### src/rtl/bgdiff_pkg.sv
package bgdiff_pkg;
  typedef enum logic {
    DISP_COLOUR = 1'b0,
    DISP_MASK   = 1'b1
  } disp_mode_e;
endpackage

### src/rtl/bgdiff_diff_stage.sv
module bgdiff_diff_stage #(
  parameter int CW     = 10,
  parameter int LINE_W = 640
) (
  input  logic              clk,
  input  logic              rst_n,
  input  logic              in_valid,
  input  logic              in_sol,
  input  logic              in_sof,
  input  logic [CW-1:0]     cur_r,
  input  logic [CW-1:0]     cur_g,
  input  logic [CW-1:0]     cur_b,
  input  logic [CW-1:0]     bg_r,
  input  logic [CW-1:0]     bg_g,
  input  logic [CW-1:0]     bg_b,
  output logic              s1_valid,
  output logic              s1_sol,
  output logic              s1_sof,
  output logic              s1_first_row,
  output logic [$clog2(LINE_W)-1:0] s1_col,
  output logic [CW+1:0]     s1_sum,
  output logic [CW-1:0]     s1_r,
  output logic [CW-1:0]     s1_g,
  output logic [CW-1:0]     s1_b
);
  localparam int COL_W = $clog2(LINE_W);
  localparam int SUM_W = CW + 2;

  function automatic logic [CW-1:0] abs_diff(input logic [CW-1:0] a, input logic [CW-1:0] b);
    return (a > b) ? (a - b) : (b - a);
  endfunction

  function automatic logic [SUM_W-1:0] diff_sum(
    input logic [CW-1:0] ar, input logic [CW-1:0] ag, input logic [CW-1:0] ab,
    input logic [CW-1:0] br, input logic [CW-1:0] bg, input logic [CW-1:0] bb);
    return {2'b00, abs_diff(ar, br)} + {2'b00, abs_diff(ag, bg)} + {2'b00, abs_diff(ab, bb)};
  endfunction

  logic [COL_W-1:0] col_q;
  logic             first_row_q;
  logic             line_start;
  logic [COL_W-1:0] pix_col;
  logic             pix_first_row;

  assign line_start    = in_sol | in_sof;
  assign pix_col       = line_start ? '0 : col_q;
  assign pix_first_row = in_sof ? 1'b1 : (in_sol ? 1'b0 : first_row_q);

  always_ff @(posedge clk) begin
    if (!rst_n) begin
      col_q        <= '0;
      first_row_q  <= 1'b1;
      s1_valid     <= 1'b0;
      s1_sol       <= 1'b0;
      s1_sof       <= 1'b0;
      s1_first_row <= 1'b1;
      s1_col       <= '0;
      s1_sum       <= '0;
      s1_r         <= '0;
      s1_g         <= '0;
      s1_b         <= '0;
    end else begin
      s1_valid <= in_valid;
      s1_sol   <= in_valid & line_start;
      s1_sof   <= in_valid & in_sof;
      if (in_valid) begin
        col_q        <= pix_col + COL_W'(1);
        first_row_q  <= pix_first_row;
        s1_col       <= pix_col;
        s1_first_row <= pix_first_row;
        s1_sum       <= diff_sum(cur_r, cur_g, cur_b, bg_r, bg_g, bg_b);
        s1_r         <= cur_r;
        s1_g         <= cur_g;
        s1_b         <= cur_b;
      end
    end
  end
endmodule

### src/rtl/bgdiff_mask_contour.sv
module bgdiff_mask_contour #(
  parameter int CW     = 10,
  parameter int LINE_W = 640
) (
  input  logic              clk,
  input  logic              rst_n,
  input  logic [CW-1:0]     thresh,
  input  logic              s1_valid,
  input  logic              s1_sol,
  input  logic              s1_sof,
  input  logic              s1_first_row,
  input  logic [$clog2(LINE_W)-1:0] s1_col,
  input  logic [CW+1:0]     s1_sum,
  input  logic [CW-1:0]     s1_r,
  input  logic [CW-1:0]     s1_g,
  input  logic [CW-1:0]     s1_b,
  output logic              s2_valid,
  output logic              s2_sol,
  output logic              s2_sof,
  output logic              s2_mask,
  output logic [CW-1:0]     s2_r,
  output logic [CW-1:0]     s2_g,
  output logic [CW-1:0]     s2_b,
  output logic              contour
);
  localparam int COL_W = $clog2(LINE_W);
  localparam int SUM_W = CW + 2;
  localparam int SHIFT = CW + 6;
  localparam int PROD_W = SUM_W + SHIFT;
  localparam logic [SHIFT-1:0] RECIP3 = SHIFT'(((1 << SHIFT) + 2) / 3);

  // Mean of three without a divider: multiply by a rounded-up reciprocal.
  function automatic logic [CW-1:0] grey_of(input logic [SUM_W-1:0] sum);
    logic [PROD_W-1:0] prod;
    prod = PROD_W'(sum) * PROD_W'(RECIP3);
    return prod[SHIFT +: CW];
  endfunction

  logic             fg_now;
  logic [COL_W-1:0] s2_col;
  logic             s2_first_row;
  logic             s2_left;
  logic             above_mask;
  logic             left_bg;
  logic             right_bg;
  logic             above_bg;
  logic             line_mem [LINE_W];

  assign fg_now = s1_valid && (grey_of(s1_sum) > thresh);

  always_ff @(posedge clk) begin
    if (!rst_n) begin
      s2_valid     <= 1'b0;
      s2_sol       <= 1'b0;
      s2_sof       <= 1'b0;
      s2_mask      <= 1'b0;
      s2_left      <= 1'b0;
      s2_col       <= '0;
      s2_first_row <= 1'b1;
      s2_r         <= '0;
      s2_g         <= '0;
      s2_b         <= '0;
    end else begin
      s2_valid     <= s1_valid;
      s2_sol       <= s1_sol;
      s2_sof       <= s1_sof;
      s2_mask      <= fg_now;
      s2_left      <= s2_mask;
      s2_col       <= s1_col;
      s2_first_row <= s1_first_row;
      s2_r         <= s1_r;
      s2_g         <= s1_g;
      s2_b         <= s1_b;
    end
  end

  always_ff @(posedge clk) begin
    if (s2_valid) line_mem[s2_col] <= s2_mask;
  end

  assign above_mask = line_mem[s2_col];
  assign left_bg    = !s2_sol && !s2_left;
  assign right_bg   = s1_valid && !s1_sol && !fg_now;
  assign above_bg   = !s2_first_row && !above_mask;
  assign contour    = s2_valid && s2_mask && (left_bg || right_bg || above_bg);

  // the left-neighbour register is only meaningful if pixels of a line are back to back
  assert_line_contiguous_R7: assert property (@(posedge clk) disable iff (!rst_n)
    (s2_valid && !s2_sol) |-> $past(s2_valid))
    else $error("pixel inside a line followed an idle cycle");
endmodule

### src/rtl/bgdiff_display.sv
module bgdiff_display
  import bgdiff_pkg::*;
#(
  parameter int CW = 10
) (
  input  logic          clk,
  input  logic          rst_n,
  input  logic          disp_mode,
  input  logic          s2_valid,
  input  logic          s2_sol,
  input  logic          s2_sof,
  input  logic          s2_mask,
  input  logic [CW-1:0] s2_r,
  input  logic [CW-1:0] s2_g,
  input  logic [CW-1:0] s2_b,
  input  logic          contour,
  output logic          out_valid,
  output logic          out_sol,
  output logic          out_sof,
  output logic          out_mask,
  output logic [CW-1:0] out_r,
  output logic [CW-1:0] out_g,
  output logic [CW-1:0] out_b
);
  localparam logic [CW-1:0] FULL = '1;

  disp_mode_e mode_e;
  assign mode_e = disp_mode_e'(disp_mode);

  always_ff @(posedge clk) begin
    if (!rst_n) begin
      out_valid <= 1'b0;
      out_sol   <= 1'b0;
      out_sof   <= 1'b0;
      out_mask  <= 1'b0;
      out_r     <= '0;
      out_g     <= '0;
      out_b     <= '0;
    end else begin
      out_valid <= s2_valid;
      out_sol   <= s2_sol;
      out_sof   <= s2_sof;
      out_mask  <= s2_valid & s2_mask;
      if (!s2_valid) begin
        out_r <= '0; out_g <= '0; out_b <= '0;
      end else if (contour) begin
        out_r <= FULL; out_g <= '0; out_b <= '0;
      end else if (mode_e == DISP_MASK) begin
        out_r <= {CW{s2_mask}}; out_g <= {CW{s2_mask}}; out_b <= {CW{s2_mask}};
      end else begin
        out_r <= s2_r; out_g <= s2_g; out_b <= s2_b;
      end
    end
  end

  assert_contour_red_R6: assert property (@(posedge clk) disable iff (!rst_n)
    contour |=> (out_r == FULL && out_g == '0 && out_b == '0 && out_mask))
    else $error("contour pixel not shown red");

  assert_mask_view_R4: assert property (@(posedge clk) disable iff (!rst_n)
    (s2_valid && !contour && mode_e == DISP_MASK) |=>
      (out_r == {CW{$past(s2_mask)}} && out_g == out_r && out_b == out_r))
    else $error("mask view pixel not black or white");

  assert_colour_view_R5: assert property (@(posedge clk) disable iff (!rst_n)
    (s2_valid && !contour && mode_e == DISP_COLOUR) |=>
      (out_r == $past(s2_r) && out_g == $past(s2_g) && out_b == $past(s2_b)))
    else $error("colour view pixel altered");

  assert_idle_dark_R9: assert property (@(posedge clk) disable iff (!rst_n)
    !out_valid |-> (!out_mask && out_r == '0 && out_g == '0 && out_b == '0))
    else $error("outputs not dark on an idle cycle");
endmodule

### src/rtl/bgdiff_overlay.sv
module bgdiff_overlay #(
  parameter int CW     = 10,
  parameter int LINE_W = 640
) (
  input  logic          clk,
  input  logic          rst_n,
  input  logic          in_valid,
  input  logic          in_sol,
  input  logic          in_sof,
  input  logic [CW-1:0] cur_r,
  input  logic [CW-1:0] cur_g,
  input  logic [CW-1:0] cur_b,
  input  logic [CW-1:0] bg_r,
  input  logic [CW-1:0] bg_g,
  input  logic [CW-1:0] bg_b,
  input  logic [CW-1:0] thresh,
  input  logic          disp_mode,
  output logic          out_valid,
  output logic          out_sol,
  output logic          out_sof,
  output logic [CW-1:0] out_r,
  output logic [CW-1:0] out_g,
  output logic [CW-1:0] out_b,
  output logic          out_mask
);
  localparam int COL_W = $clog2(LINE_W);

  logic             s1_valid, s1_sol, s1_sof, s1_first_row;
  logic [COL_W-1:0] s1_col;
  logic [CW+1:0]    s1_sum;
  logic [CW-1:0]    s1_r, s1_g, s1_b;
  logic             s2_valid, s2_sol, s2_sof, s2_mask, contour;
  logic [CW-1:0]    s2_r, s2_g, s2_b;

  bgdiff_diff_stage #(.CW(CW), .LINE_W(LINE_W)) u_diff (
    .clk(clk), .rst_n(rst_n), .in_valid(in_valid), .in_sol(in_sol), .in_sof(in_sof),
    .cur_r(cur_r), .cur_g(cur_g), .cur_b(cur_b), .bg_r(bg_r), .bg_g(bg_g), .bg_b(bg_b),
    .s1_valid(s1_valid), .s1_sol(s1_sol), .s1_sof(s1_sof), .s1_first_row(s1_first_row),
    .s1_col(s1_col), .s1_sum(s1_sum), .s1_r(s1_r), .s1_g(s1_g), .s1_b(s1_b));

  bgdiff_mask_contour #(.CW(CW), .LINE_W(LINE_W)) u_mask (
    .clk(clk), .rst_n(rst_n), .thresh(thresh),
    .s1_valid(s1_valid), .s1_sol(s1_sol), .s1_sof(s1_sof), .s1_first_row(s1_first_row),
    .s1_col(s1_col), .s1_sum(s1_sum), .s1_r(s1_r), .s1_g(s1_g), .s1_b(s1_b),
    .s2_valid(s2_valid), .s2_sol(s2_sol), .s2_sof(s2_sof), .s2_mask(s2_mask),
    .s2_r(s2_r), .s2_g(s2_g), .s2_b(s2_b), .contour(contour));

  bgdiff_display #(.CW(CW)) u_disp (
    .clk(clk), .rst_n(rst_n), .disp_mode(disp_mode),
    .s2_valid(s2_valid), .s2_sol(s2_sol), .s2_sof(s2_sof), .s2_mask(s2_mask),
    .s2_r(s2_r), .s2_g(s2_g), .s2_b(s2_b), .contour(contour),
    .out_valid(out_valid), .out_sol(out_sol), .out_sof(out_sof), .out_mask(out_mask),
    .out_r(out_r), .out_g(out_g), .out_b(out_b));

  // Assertion support: flags seen at the input, three edges deep
  logic [2:0] hist_v, hist_l, hist_f;
  always_ff @(posedge clk) begin
    if (!rst_n) begin
      hist_v <= '0; hist_l <= '0; hist_f <= '0;
    end else begin
      hist_v <= {hist_v[1:0], in_valid};
      hist_l <= {hist_l[1:0], in_valid & (in_sol | in_sof)};
      hist_f <= {hist_f[1:0], in_valid & in_sof};
    end
  end

  assert_fixed_latency_R3: assert property (@(posedge clk) disable iff (!rst_n)
    (out_valid == hist_v[2]) && (out_sol == hist_l[2]) && (out_sof == hist_f[2]))
    else $error("output flags not three cycles behind input");
endmodule

### config.mk
export PLATFORM = sky130hd
export DESIGN_NAME = bgdiff_overlay
export DESIGN_NICKNAME = d
export VERILOG_FILES = /design/src/rtl/bgdiff_pkg.sv /design/src/rtl/bgdiff_diff_stage.sv /design/src/rtl/bgdiff_mask_contour.sv /design/src/rtl/bgdiff_display.sv /design/src/rtl/bgdiff_overlay.sv
export SDC_FILE = /design/constraint.sdc
export NUM_CORES = 1
export LEC_CHECK = 0
export ABC_CLOCK_PERIOD_IN_PS = 10850
export BUFFER_PORTS_ARGS = -buffer_cell sky130_fd_sc_hd__buf_2
export CAP_MARGIN = 20
export CELL_PAD_IN_SITES_DETAIL_PLACEMENT = 0
export CELL_PAD_IN_SITES_GLOBAL_PLACEMENT = 1
export CORE_ASPECT_RATIO = 0.5
export CORE_MARGIN = 1.5
export CORE_UTILIZATION = 30
export CTS_CLUSTER_DIAMETER = 200
export DETAILED_ROUTE_END_ITERATION = 10
export GPL_TIMING_DRIVEN = 1
export PLACE_DENSITY = 0.53
export SLEW_MARGIN = 25
export SYNTH_ARGS = -nofsm -noshare
export SYNTH_HDL_FRONTEND = slang
export SYNTH_SLANG_ARGS = --single-unit
### constraint.sdc
create_clock -name clk -period 10.85 [get_ports clk]
set_clock_uncertainty 0.05 [all_clocks]
set_input_delay 1.6275 -clock clk [delete_from_list [all_inputs] [get_ports clk]]
set_output_delay 1.6275 -clock clk [all_outputs]
set_load 0.05 [all_outputs]
==> metrics.cfg, run 1 <==
[timing]
whs_ns = 0.372
setup-tns-final_ns = 0
max_freq_ghz = 0.136
period_share_pct = 67.5
worstMarginPinSlew_ns = 1.11
setup_violations = 0
layout_min_cycle_time_ns = 7.33
rsz0062_at_grt = no
hold_viol = 0
relSlewSlack_pct = 25.5
maxSlewViolCount = 0

[setup_path]
cp.arrival_ns = 7.89
critPathKind = flip-flop to flip-flop
required_ns = 11.41
crit_fanout = 20
critPathLaunchType = flip-flop
cpLargestDelayFamily = compound AO/OA/AOI/OAI gates
cpMostUsedCell = fa_1
crit_path_top_delay_cell = o31ai_4
slowest_delay_ns = 0.87
path_buf_inv = 2
end_kind = flip-flop

[yosys]
synthTopCellsByArea = edfxtp_1 50%, mux2i_1 9.0%, dfxtp_1 7.6%
ys_ff_latch = 786
syn_nets = 3543
synthCells = 3261
synthArstFlopShare_pct = 0
seq_area_frac_synth_pct = 57.7
yosysWarnings = 0
yosysUniqueCellTypes = 83
synth_edf_count = 640
synth_area_per_cell_sq_um = 11.8
synthFlopType = edfxtp_1
netlist_area_sq_um = 38400
yosysTopAreaCellShare_pct = 50.1
yosysTopAreaCell = edfxtp_1

[pwr]
p_int_uw = 5770
peakVddDrop_uv = 126
p_comb_share_pct = 25.2
p_leak_uw = 0.0158
netSwitchingPower_uw = 2470
clockPowerShare_pct = 34.0
power_frac_seq_pct = 40.8
power.density_nw_per_um2 = 191
sw_frac_of_total_pct = 30.0

[die]
row_count = 92
io_pins = 110
core_area_sq_um = 126000
fp.dieH_um = 256
die_w_um = 509
start_util_pct = 30.3
die-area_sq_um = 130000

[global_route]
grt_pass1_vias = 25200
grt_antenna_before_repair = 2
grt_pass1_wl_um = 174000
track_usage_pct = 18.2
gr-total-overflow = 0
grt_start_max_net_pins = 119

[clock_network]
cts-resized-gates = 0
postCtsHoldBufs = 0
cts_setup_buffers = 0
cts_htree_levels = 3
clk_pin_slew_ns = 0.06
max-clock-path-buffers = 3
clockRootBuffer = clkbuf_16
clk_latency_ns = 0.69
cts_made_buffers = 80
cts.sinks = 786
cts_tree = yes

[place]
port_buffers = 109
gp_congestion = 0.768
hpwl_um = 69400

[detailed_routing]
antenna_left = 0
drt_first_pass_iters = 5
drc = 0
post_drt_wl_per_cell_um = 23.7
dr_total_vias = 25100
via_per_inst = 4.98
totalWireLength_um = 120000
drt_iter0_drc = 2281

[run_status]
status = completed

[job]
cap_violations = 0

[cells_and_area]
area_growth_pct = 12.4
nFillCells = 12700
regArea_sq_um = 22100
multi_input_area_sq_um = 14600
nNetsFinal = 3571
drive_gt1_share_pct = 10.9
diodes = 0

[worst_hold_path]
min_path_type = flip-flop to flip-flop

==> area by class of cell <==
type / count / share of cell area, %
flip-flops and latches: 786 / 51.4
multi-input cells: 2081 / 33.9
clock buffers: 107 / 5.17
well taps: 1692 / 4.91
repair buffers: 157 / 2.15
inverters: 183 / 1.60
clock inverters: 35 / 0.836
==> cells in the final DEF, fill, tap and decap left out, types with 7 or more instances in the layout <==
cell type / count
buf_2: 108
nor4_1: 32
nor2b_1: 13
mux2_2: 11
a21o_1: 52
nor3_1: 18
and2_1: 57
dfxtp_1: 144
nand4_1: 15
buf_4: 46
a21boi_0: 7
nand3_1: 28
nand2_2: 41
mux2i_1: 346
clkbuf_16: 82
o21ai_0: 38
o22ai_1: 143
xnor2_1: 30
clkbuf_8: 8
a211oi_1: 7
inv_1: 181
nor2_1: 735
ha_1: 157
nand2_1: 83
clkbuf_1: 17
nand2b_1: 8
o21a_1: 12
edfxtp_1: 640
xor2_1: 16
clkinv_2: 14
a21oi_1: 49
fa_1: 49
clkinv_1: 12
mux4_2: 9
==> through the flow <==
stage               power [uW]  util (%)  std cells  worst slack (ns)  area, sq um
floorplan                 5040         -       3261             0.874        38400
global placement          5540      32.0       4899              3.36        40500
CTS                       8370      34.1       5041              3.31        43100
global route              8770      34.1       5041              2.90        43100
detailed placement        5560      32.0       4899              3.35        40500
finish                    8240      34.1       5041              3.52        43100
==> metal layers <==
metal | vias up | part of all wire, % | global-route usage, %
met5 | - | 0 | 0
met3 | 144 | 5.2 | 2.72
li1 | 11600 | - | -
met2 | 593 | 47 | 30.1
met1 | 12800 | 46 | 25.2
met4 | 0 | 1.9 | 3.94
==> state kept, by name, indices dropped and copies added (netlist names), 10 cells and up <==
register         count
u_mask.s2_col       10
u_mask.line_mem    640
u_disp.out_g        10
u_mask.s2_b         10
u_diff.s1_r         10
u_diff.s1_g         10
u_disp.out_r        10
u_diff.s1_sum       12
u_diff.col_q        10
u_mask.s2_r         10
u_mask.s2_g         10
u_diff.s1_col       10
u_diff.s1_b         10
u_disp.out_b        10
==> worst paths after layout <==
check             slack [ns]              end  cells after the start             start
setup / recovery        3.52  u_disp.out_b[6]                     26  u_diff.s1_sum[8]
hold / removal          0.37  u_disp.out_g[0]                      1    u_mask.s2_g[0]
setup reg to reg        3.52  u_disp.out_b[6]                     26  u_diff.s1_sum[8]
hold reg to reg         0.37  u_disp.out_g[0]                      1    u_mask.s2_g[0]
==> cell usage after synthesis (all sizes together), types with 8 or more instances <==
| master | number |
|---|---|
| clkbuf | 108 |
| nand2 | 124 |
| fa | 49 |
| mux4 | 14 |
| o21ai | 41 |
| and2 | 57 |
| xor2 | 16 |
| inv | 181 |
| nand3 | 28 |
| xnor2 | 30 |
| o22ai | 144 |
| nor4 | 35 |
| nand2b | 8 |
| buf | 103 |
| a21o | 52 |
| nor2b | 13 |
| ha | 157 |
| nor3 | 20 |
| edfxtp | 640 |
| a21oi | 49 |
| o21a | 12 |
| dfxtp | 146 |
| nand4 | 16 |
| mux2i | 346 |
| mux2 | 11 |
| nor2 | 736 |
==> kinds of logic after synthesis <==
kind of cell               after synthesis  synth area share, %
AOI/OAI and AO/OA                      374                 6.47
xor gates and xnor gates                46                 1.05
adders and majority gates              206                 7.68
buffers and inverters                  394                 4.52
DFF                                    786                 57.7
muxes                                  371                 10.2
and+or+nand+nor                       1084                 12.3
==> power groups by stage <==
stage	Clock (uW)	Combinational, uW	Sequential (uW)
5_1_grt	2980	2430	3360
3_5_place_dp	0	2130	3430
6_report	2800	2080	3360
4_1_cts	2860	2150	3360
2_1_floorplan	0	1550	3490
3_3_place_gp	0	2120	3420
No activity file was read; power rests on OpenSTA's default activity.
==> inputs of run 2 (changes only) <==
ABC_CLOCK_PERIOD_IN_PS = 7600   (was 10850)
clock period = 7.6 ns   (was 10.85 ns; I/O delays follow)
==> run 2 against run 1 <==
Effect of this change: final cell count grew 0.38%; critical path depth grew 1; worst setup slack lost 2.9 ns; final area grew 0.20%; register-to-register slack lost 2.9 ns; clock power grew 40%; power grew 42%; via count shrank 0.25%; critical path type unchanged; highest routed layer unchanged.
==> metrics.cfg, run 2 (synthesized netlist as in run 1, its figures left out) <==
[run_status]
status = completed

[pwr]
power.density_nw_per_um2 = 271  ; +42%
finalPower_uw = 11700  ; +42%
p_leak_uw = 0.0159  ; +0.28%
peakVddDrop_uv = 201  ; +59%

[global_route]
grt_pass1_wl_um = 172000  ; -1.0%
grt_pass1_vias = 25000  ; -0.58%
track_usage_pct = 17.9  ; -0.30 points
grt_start_max_net_pins = 179  ; +50%
grt_antenna_before_repair = 2  ; unchanged
gr-total-overflow = 0  ; unchanged

[die]
start_util_pct = 30.3  ; unchanged
die_w_um = 509  ; unchanged
row_count = 92  ; unchanged
fp.dieH_um = 256  ; unchanged
core_area_sq_um = 126000  ; unchanged
die-area_sq_um = 130000  ; unchanged
io_pins = 110  ; unchanged

[clock_network]
cts.sinks = 786  ; unchanged
cts-resized-gates = 0  ; unchanged
cts_setup_buffers = 0  ; unchanged
max-clock-path-buffers = 3  ; unchanged
clk_pin_slew_ns = 0.06  ; about the same
cts_tree = yes
clockRootBuffer = clkbuf_16
clk_latency_ns = 0.67  ; -0.02 ns
cts_htree_levels = 3  ; unchanged
postCtsHoldBufs = 0  ; unchanged
cts_made_buffers = 80  ; unchanged

[setup_path]
ff2ff_path_depth = 27  ; +3.8%
end_kind = flip-flop
cp.arrival_ns = 7.53  ; -0.36 ns
critPathLaunchType = flip-flop
crit_fanout = 20  ; unchanged
required_ns = 8.15  ; -3.26 ns
cp-startpoint = u_diff.s1_sum[8]
reg2reg_from = u_diff.s1_sum[8]
critPathKind = flip-flop to flip-flop

[place]
hpwl_um = 71300  ; +2.7%
place_worst_setup_slack_ns = 0.352  ; -3.00 ns
gp_congestion = 0.761  ; -0.94%
port_buffers = 109  ; unchanged
place_area_sq_um = 40600  ; +0.30%

[cells_and_area]
drive_gt1_share_pct = 10.8  ; -0.11 points
nFillCells = 12800  ; +0.68%
final_area_sq_um = 43200  ; +0.20%
regArea_sq_um = 22100  ; unchanged
top_register = u_mask.line_mem
largest_registers = u_mask.line_mem: 640 flops, u_diff.s1_sum: 12 flops
final_common_cell = nor2_1
multi_input_area_sq_um = 14600  ; -0.16%
area_growth_pct = 12.6
final_cell_mix = 736 x nor2_1, 640 x edfxtp_1, 346 x mux2i_1
nNetsFinal = 3586  ; +0.42%
largest_register_ff_count = 640  ; unchanged

[detailed_routing]
post_drt_wl_per_cell_um = 23.3  ; -1.7%
dr_total_vias = 25000  ; -0.25%
totalWireLength_um = 118000  ; -1.3%
drc = 0  ; unchanged
drt_first_pass_iters = 5  ; unchanged
antenna_left = 0  ; unchanged
via_per_inst = 4.95  ; -0.62%
drt_iter0_drc = 1943  ; -15%

[timing]
rsz0062_at_grt = no
period_share_pct = 91.9  ; +24 points
setup-tns-final_ns = 0  ; unchanged
layout_min_cycle_time_ns = 6.98  ; -0.344 ns
setup_violations = 0  ; unchanged
worstMarginPinSlew_ns = 1.14  ; +0.0217 ns
max_freq_ghz = 0.143  ; +4.9%
hold_viol = 0  ; unchanged
relSlewSlack_pct = 24.0  ; -1.5 points
maxSlewViolCount = 0  ; unchanged
layout_setup_ws_ns = 0.618  ; -2.91 ns
whs_ns = 0.375  ; +0.00331 ns

[job]
cap_violations = 0  ; unchanged

[worst_hold_path]
min-delay-start = u_mask.s2_r[5]
whs_path_depth = 1  ; unchanged
min_path_type = flip-flop to flip-flop

==> run 2: changes by cell type in the layout (fill, tap and decap cells not counted), sizes merged <==
cell	delta
clkinv	+4
clkbuf	-2
inv	+2
buf	+15
clkinvlp	-1
diode	+2
bufinv	-1
==> run 2: cell type report <==
type,count,share of cell area (%)
multi-input cells,2081,33.8
inverters,183,1.60
clock inverters,39,0.803
diodes,2,0.0116
repair buffers,172,2.50
flip-flops and latches,786,51.3
clock buffers,105,5.08
well taps,1692,4.90
==> run 2: worst max-delay path: stages, from the launching register on <==
cell	delay [ns]
dfxtp_1	0.42
ha_1	0.29
inv_1	0.11
fa_1	0.45
fa_1	0.50
fa_1	0.52
inv_1	0.05
fa_1	0.43
ha_1	0.30
a21o_1	0.16
a21o_1	0.17
a21oi_1	0.18
o21ai_0	0.12
a41oi_1	0.27
o31ai_1	0.20
o41a_1	0.40
and4_1	0.22
nor3_1	0.20
ha_1	0.27
nand4_1	0.09
nor2_1	0.04
nand4_1	0.09
o211ai_1	0.09
a21oi_1	0.37
o32ai_2	0.20
o31ai_4	0.25
buf_4	0.29
a21o_1	0.16
==> run 2: per-stage QoR <==
stage,std cells,utilization (%)
detailed placement,4914,32.1
global route,5058,34.2
floorplan,3261,-
global placement,4914,32.1
finish,5060,34.2
CTS,5058,34.1
==> run 2: routing by layer <==
metal / global-route usage, % / wire length [um]
met5: 0 / 0
met4: 3.92 / 2020
met3: 2.43 / 5320
met2: 29.0 / 55400
met1: 25.5 / 55300
==> run 2: power breakdown <==
part / switching (uW) / total, uW / internal (uW)
clock network: 1750 / 3930 / 2180
logic: 1710 / 2980 / 1270
registers: 58.3 / 4800 / 4740
total: 3520 / 11700 / 8200
==> run 2: path summary, 6_finish.rpt <==
| path | slack (ns) | endpoint |
|---|---|---|
| hold reg to reg | 0.38 | u_disp.out_r[5] |
| setup reg to reg | 0.62 | u_disp.out_b[2] |
| setup / recovery | 0.62 | u_disp.out_b[2] |
| hold / removal | 0.38 | u_disp.out_r[5] |
